==> config.mk <==
export PLATFORM = sky130hd
export DESIGN_NAME = cspec_branch_unit
export DESIGN_NICKNAME = d
export VERILOG_FILES = /design/src/rtl/cspec_pkg.sv /design/src/rtl/cspec_file.sv /design/src/rtl/cspec_operand_sel.sv /design/src/rtl/cspec_compare.sv /design/src/rtl/cspec_branch_unit.sv
export SDC_FILE = /design/constraint.sdc
export NUM_CORES = 1
export LEC_CHECK = 0
export BUFFER_PORTS_ARGS = -buffer_cell sky130_fd_sc_hd__buf_2
export CORE_MARGIN = 2
export CORE_UTILIZATION = 48
export CTS_CLUSTER_SIZE = 28
export DETAILED_ROUTE_END_ITERATION = 10
export PLACE_DENSITY = 0.72
export SETUP_SLACK_MARGIN = 0.05
export SLEW_MARGIN = 20
export SYNTH_ARGS = -nofsm -noshare
export SYNTH_HDL_FRONTEND = slang
export SYNTH_HIERARCHICAL = 1
export SYNTH_SLANG_ARGS = --single-unit
==> constraint.sdc <==
create_clock -name clk -period 2.8 [get_ports clk]
set_input_delay 0.56 -clock clk [delete_from_list [all_inputs] [get_ports clk]]
set_output_delay 0.56 -clock clk [all_outputs]
set_load 0.01 [all_outputs]
==> src/rtl/cspec_pkg.sv <==
package cspec_pkg;

    localparam int REG_IDX_W = 4;
    localparam int KONST_W   = 8;
    localparam int SPEC_W    = 2 * REG_IDX_W + KONST_W;

    typedef enum logic [2:0] {
        REL_EQ  = 3'd0,
        REL_NE  = 3'd1,
        REL_LT  = 3'd2,
        REL_LE  = 3'd3,
        REL_GT  = 3'd4,
        REL_GE  = 3'd5,
        REL_NV6 = 3'd6,
        REL_NV7 = 3'd7
    } rel_op_e;

    // field order is decoded by the register-read path
    typedef struct packed {
        logic [REG_IDX_W-1:0] reg_a;
        logic [KONST_W-1:0]   konst;
        logic [REG_IDX_W-1:0] reg_b;
    } spec_t;

endpackage

==> src/rtl/cspec_file.sv <==
module cspec_file
    import cspec_pkg::*;
#(
    parameter int NUM_SPECS = 16,
    localparam int IDX_W    = $clog2(NUM_SPECS)
) (
    input  logic             clk,
    input  logic             rst_n,
    input  logic             wr_en,
    input  logic [IDX_W-1:0] wr_idx,
    input  spec_t            wr_data,
    input  logic [IDX_W-1:0] rd_idx,
    output spec_t            rd_data
);

    typedef struct packed {
        logic                  pend_vld;
        logic [IDX_W-1:0]      pend_idx;
        spec_t                 pend_data;
        spec_t [NUM_SPECS-1:0] mem;
    } file_state_t;

    file_state_t st_d, st_q;
    logic [NUM_SPECS-1:0] commit_sel;

    // one commit strobe per entry
    for (genvar g = 0; g < NUM_SPECS; g++) begin : g_commit
        assign commit_sel[g] = st_q.pend_vld && (st_q.pend_idx == IDX_W'(g));
    end

    always_comb begin
        st_d           = st_q;
        st_d.pend_vld  = wr_en;
        st_d.pend_idx  = wr_idx;
        st_d.pend_data = wr_data;
        for (int i = 0; i < NUM_SPECS; i++) begin
            if (commit_sel[i]) begin
                st_d.mem[i] = st_q.pend_data;
            end
        end
    end

    always_ff @(posedge clk) begin
        if (!rst_n) begin
            st_q <= '0;
        end else begin
            st_q <= st_d;
        end
    end

    // newest spec wins over the stored copy
    always_comb begin
        if (st_q.pend_vld && (st_q.pend_idx == rd_idx)) begin
            rd_data = st_q.pend_data;
        end else begin
            rd_data = st_q.mem[rd_idx];
        end
    end

    assert_commit_R3: assert property (@(posedge clk) disable iff (!rst_n)
        st_q.pend_vld |=> (st_q.mem[$past(st_q.pend_idx)] == $past(st_q.pend_data)));

    assert_bypass_R4: assert property (@(posedge clk) disable iff (!rst_n)
        wr_en |=> ((rd_idx != $past(wr_idx)) || (rd_data == $past(wr_data))));

endmodule

==> src/rtl/cspec_operand_sel.sv <==
module cspec_operand_sel
    import cspec_pkg::*;
#(
    parameter int DATA_W = 32,
    localparam int EXT_W = DATA_W - KONST_W
) (
    input  spec_t                entry,
    input  logic                 imm_form,
    input  logic [DATA_W-1:0]    gp_rdata_a,
    input  logic [DATA_W-1:0]    gp_rdata_b,
    output logic [REG_IDX_W-1:0] gp_raddr_a,
    output logic [REG_IDX_W-1:0] gp_raddr_b,
    output logic [DATA_W-1:0]    opnd_a,
    output logic [DATA_W-1:0]    opnd_b
);

    logic [DATA_W-1:0] konst_ext;

    always_comb begin
        gp_raddr_a = entry.reg_a;
        gp_raddr_b = entry.reg_b;
        konst_ext  = {{EXT_W{entry.konst[KONST_W-1]}}, entry.konst};
        opnd_a     = gp_rdata_a;
        opnd_b     = imm_form ? konst_ext : gp_rdata_b;
    end

endmodule

==> src/rtl/cspec_compare.sv <==
module cspec_compare
    import cspec_pkg::*;
#(
    parameter int DATA_W = 32
) (
    input  rel_op_e           op,
    input  logic [DATA_W-1:0] a,
    input  logic [DATA_W-1:0] b,
    output logic              hit
);

    logic is_eq, is_lt;

    always_comb begin
        is_eq = (a == b);
        is_lt = ($signed(a) < $signed(b));
        unique case (op)
            REL_EQ:  hit = is_eq;
            REL_NE:  hit = !is_eq;
            REL_LT:  hit = is_lt;
            REL_LE:  hit = is_lt || is_eq;
            REL_GT:  hit = !is_lt && !is_eq;
            REL_GE:  hit = !is_lt;
            default: hit = 1'b0;
        endcase
    end

endmodule

==> src/rtl/cspec_branch_unit.sv <==
module cspec_branch_unit
    import cspec_pkg::*;
#(
    parameter int DATA_W    = 32,
    parameter int NUM_SPECS = 16,
    localparam int IDX_W    = $clog2(NUM_SPECS)
) (
    input  logic                 clk,
    input  logic                 rst_n,
    input  logic                 spec_we,
    input  logic [IDX_W-1:0]     spec_idx,
    input  logic [SPEC_W-1:0]    spec_data,
    input  logic                 br_valid,
    input  logic [IDX_W-1:0]     br_idx,
    input  logic                 br_imm_form,
    input  logic [2:0]           br_op,
    input  logic                 stall,
    output logic [REG_IDX_W-1:0] gp_raddr_a,
    output logic [REG_IDX_W-1:0] gp_raddr_b,
    input  logic [DATA_W-1:0]    gp_rdata_a,
    input  logic [DATA_W-1:0]    gp_rdata_b,
    output logic                 ex_valid,
    output logic                 ex_taken
);

    typedef struct packed {
        logic              vld;
        rel_op_e           op;
        logic [DATA_W-1:0] a;
        logic [DATA_W-1:0] b;
    } ex_state_t;

    ex_state_t ex_d, ex_q;
    spec_t wr_spec, rd_spec;
    logic [DATA_W-1:0] opnd_a, opnd_b;
    logic cmp_hit;

    assign wr_spec = spec_t'(spec_data);

    cspec_file #(.NUM_SPECS(NUM_SPECS)) u_file (
        .clk     (clk),
        .rst_n   (rst_n),
        .wr_en   (spec_we),
        .wr_idx  (spec_idx),
        .wr_data (wr_spec),
        .rd_idx  (br_idx),
        .rd_data (rd_spec)
    );

    cspec_operand_sel #(.DATA_W(DATA_W)) u_opsel (
        .entry      (rd_spec),
        .imm_form   (br_imm_form),
        .gp_rdata_a (gp_rdata_a),
        .gp_rdata_b (gp_rdata_b),
        .gp_raddr_a (gp_raddr_a),
        .gp_raddr_b (gp_raddr_b),
        .opnd_a     (opnd_a),
        .opnd_b     (opnd_b)
    );

    always_comb begin
        ex_d = ex_q;
        if (!stall) begin
            ex_d.vld = br_valid;
            ex_d.op  = rel_op_e'(br_op);
            ex_d.a   = opnd_a;
            ex_d.b   = opnd_b;
        end
    end

    always_ff @(posedge clk) begin
        if (!rst_n) begin
            ex_q <= '0;
        end else begin
            ex_q <= ex_d;
        end
    end

    cspec_compare #(.DATA_W(DATA_W)) u_cmp (
        .op  (ex_q.op),
        .a   (ex_q.a),
        .b   (ex_q.b),
        .hit (cmp_hit)
    );

    assign ex_valid = ex_q.vld;
    assign ex_taken = ex_q.vld & cmp_hit;

    assert_stall_hold_R7: assert property (@(posedge clk) disable iff (!rst_n)
        stall |=> ($stable(ex_taken) && $stable(ex_valid)));

    assert_valid_follow_R11: assert property (@(posedge clk) disable iff (!rst_n)
        !stall |=> (ex_valid == $past(br_valid)));

    assert_reserved_op_R9: assert property (@(posedge clk) disable iff (!rst_n)
        (ex_q.op == REL_NV6 || ex_q.op == REL_NV7) |-> !ex_taken);

    assert_gp_index_R2: assert property (@(posedge clk) disable iff (!rst_n)
        spec_we ##1 (br_idx == $past(spec_idx))
        |-> (gp_raddr_a == $past(spec_data[15:12]) && gp_raddr_b == $past(spec_data[3:0])));

endmodule

==> results.py <==
metrics = {
    "outcome": {
        "status": "finished, violations left",
        "violations": "negative setup slack",
    },
    "logic_synthesis": {
        "synth_cell_type_count": 49,
        "synth_area_um2": 16900,
        "synth_edf_count": 0,
        "synthCells": 1788,
        "syn_avg_cell_area_um2": 9.43,
        "syn_nets": 1917,
        "yosysWarnings": 6,
        "synthFlopType": "dfxtp_1",
        "synth-async-reset-ratio_pct": 0,
        "ys_seq_area_share_pct": 40.9,
        "ys_seq_elements": 345,
    },
    "critical_path": {
        "timing.rr.start": "u_file/st_q[273]",
        "end_kind": "output pin",
        "cp-startpoint": "ex_q[26]",
        "path_max_fanout": 4,
        "cp.required_ns": 2.24,
        "arrival_ns": 2.73,
        "startpoint_type": "flop",
        "crit_type": "reg2out",
    },
    "final_layout": {
        "fillers": 2972,
        "regArea_um2": 6930,
        "multi_input_area_um2": 9120,
        "drive_gt1_share_pct": 23.4,
        "instances_no_fill": 2335,
        "mostFrequentLayoutCells": "529 x nand2_1, 328 x dfxtp_1, 252 x a21boi_0",
        "final_common_cell": "nand2_1",
        "nets": 1983,
        "area_growth_pct": 15.7,
        "antenna_cells": 0,
        "design_area_um2": 19500,
        "finish.utilization_pct": 56.5,
    },
    "cts": {
        "cts_buffers": 38,
        "htreeDepth": 2,
        "cts_buffer_depth": 3,
        "cts_tree": "yes",
        "cts-root-buf": "clkbuf_16",
        "ctsHoldBuffers": 0,
        "cts_num_sinks": 345,
        "clk_latency_ns": 0.55,
        "clk_pin_slew_ns": 0.06,
    },
    "hold_path": {
        "hp-start": "spec_data[15]",
        "hold_class": "in2reg",
    },
    "timing": {
        "hold_viol_final": 0,
        "period_share_pct": 117,
        "relSlewSlack_pct": 45.6,
        "worstMarginPinSlew_ns": 0.814,
        "rsz0062_at_grt": "true",
        "clock.fmax_ghz": 0.304,
        "clock_skew_ns": 0.0299,
        "holdWs_ns": 0.212,
        "setup-violations-final": 1,
        "layout_min_cycle_time_ns": 3.29,
        "slew_viol_final": 0,
        "worst_slack_ns": -0.486,
    },
    "grt": {
        "grt_pass1_vias": 12900,
        "overflow": 0,
        "grt_pass1_wl_mm": 70.6,
        "grt_max_degree": 91,
        "track_usage_pct": 24.5,
        "antenna_found_initial": 0,
    },
    "drt": {
        "ant_nets": 0,
        "drt_first_pass_iters": 5,
        "vias_per_cell": 5.57,
        "detail_route.drc_violations": 0,
        "routed_wl_mm": 44.8,
        "drtIter0Drc": 1034,
        "wl_per_cell_um": 19.2,
        "vias": 13000,
    },
    "place": {
        "dpl.hpwl_mm": 28.9,
        "numPortBuffers": 106,
        "gp_congestion": 0.882,
        "dpl_cell_area_um2": 17700,
        "dp.cells": 2251,
    },
    "floorplanning": {
        "core_um2": 34500,
        "rows": 68,
        "dieArea_um2": 36700,
        "die_w_um": 191,
        "start_util_pct": 48.8,
        "ios": 107,
        "die_h_um": 191,
    },
    "pwr": {
        "power_leakage_nw": 7.24,
        "power_density_nw_per_um2": 567,
        "ir_drop_uv": 387,
    },
    "flow_run": {
        "max_cap_viol_count": 0,
    },
}
## report_power, final
group          leakage [nW]  internal, mW  switching [mW]
Clock                 0.598          2.92            2.05
Combinational          3.84         0.508           0.538
Sequential             2.80          4.99          0.0701
## cell usage after synthesis, types with 2 or more instances
library cell / count / area share (%)
buf_6: 6 / 0.40
clkbuf_1: 78 / 1.7
mux4_2: 64 / 8.5
buf_1: 11 / 0.24
nand2_1: 530 / 12
o21ai_0: 4 / 0.12
nor3_1: 3 / 0.089
a21boi_1: 4 / 0.18
inv_1: 33 / 0.73
ha_1: 32 / 2.4
a211oi_1: 2 / 0.089
buf_12: 5 / 0.59
nand4_1: 5 / 0.19
and2_1: 22 / 0.82
buf_4: 59 / 2.6
a21boi_0: 252 / 11
nand3b_1: 3 / 0.13
nor2_2: 3 / 0.11
nor4_4: 2 / 0.25
nor2_1: 13 / 0.29
and3b_1: 2 / 0.10
nor2b_1: 72 / 2.7
nand3_1: 8 / 0.24
a41oi_1: 2 / 0.10
mux2_2: 18 / 1.2
dfxtp_1: 345 / 41
a21oi_1: 13 / 0.39
mux2_4: 30 / 2.7
buf_2: 21 / 0.62
nand4_2: 3 / 0.22
mux2i_1: 117 / 6.9
a21o_1: 4 / 0.18
nor3_2: 2 / 0.12
xor2_1: 4 / 0.21
nand2b_1: 2 / 0.074
## sequential cells by signal (all words and copies together) (netlist names)
register,flops
ex_q,67
ex_valid,1
u_file/st_q,277
## routing by layer
| metal | GRT usage [%] | up-vias | wire (µm) |
|---|---|---|---|
| li1 | - | 6100 | - |
| met1 | 33.5 | 6371 | 19800 |
| met2 | 40.0 | 465 | 20800 |
| met3 | 3.97 | 78 | 3340 |
| met4 | 7.37 | 0 | 898 |
| met5 | 0 | - | 0 |
## stage by stage
step	TNS (ns)	worst slack [ns]	power, mW
final	-0.486	-0.486	11.1
after global routing	-0.729	-0.640	11.4
after CTS	-0.465	-0.465	11.1
after detailed placement	-2.51	-0.137	6.07
after global placement	-2.17	-0.0884	6.05
after floorplan	0	0.119	5.82
## worst max-delay path: stages (launching register included)
cell	delay (ns)
dfxtp_2	0.34
inv_2	0.04
ha_4	0.26
nand4_1	0.09
buf_4	0.17
nor4_4	0.36
and3_4	0.28
xor2_1	0.16
o21ai_1	0.10
mux2i_1	0.14
and2_1	0.14
buf_2	0.12
## area by class of cell
| class | count | area share (%) |
|---|---|---|
| multi-input cells | 1229 | 46.7 |
| flip-flops and latches | 345 | 35.5 |
| repair buffers | 207 | 7.91 |
| clock buffers | 55 | 5.61 |
| well taps | 455 | 2.92 |
| clock inverters | 11 | 0.679 |
| inverters | 33 | 0.647 |
## worst paths after layout
| check | endpoint | slack (ns) | depth (start not counted) |
|---|---|---|---|
| worst min register to register | u_file/st_q[54] | 0.45 | 2 |
| worst max-delay path | ex_taken | -0.49 | 11 |
| worst max register to register | ex_q[29] | 0.29 | 10 |
| worst min-delay path | u_file/st_q[271] | 0.21 | 2 |
## timing repair
action | 4_1_cts | 5_1_grt
resized for setup | 49 | 37
setup endpoints to repair | 9 | 9
cloned | 2 | 0
pin swaps | 16 | 12
setup buffers | 9 | 7
## kinds of logic (layout without fill, tap and decap cells)
kind of cell / count (synthesis) / count (layout) / share of synthesized area, %
adders and majority gates: 32 / 32 / 2.37
AOI/OAI and AO/OA: 286 / 286 / 12.5
xor gates and xnor gates: 5 / 5 / 0.260
muxes: 229 / 229 / 19.4
buffers and inverters: 214 / 306 / 7.05
DFF: 345 / 345 / 40.9
and+or+nand+nor: 677 / 677 / 17.5
No activity file was read; power rests on OpenSTA's default activity.
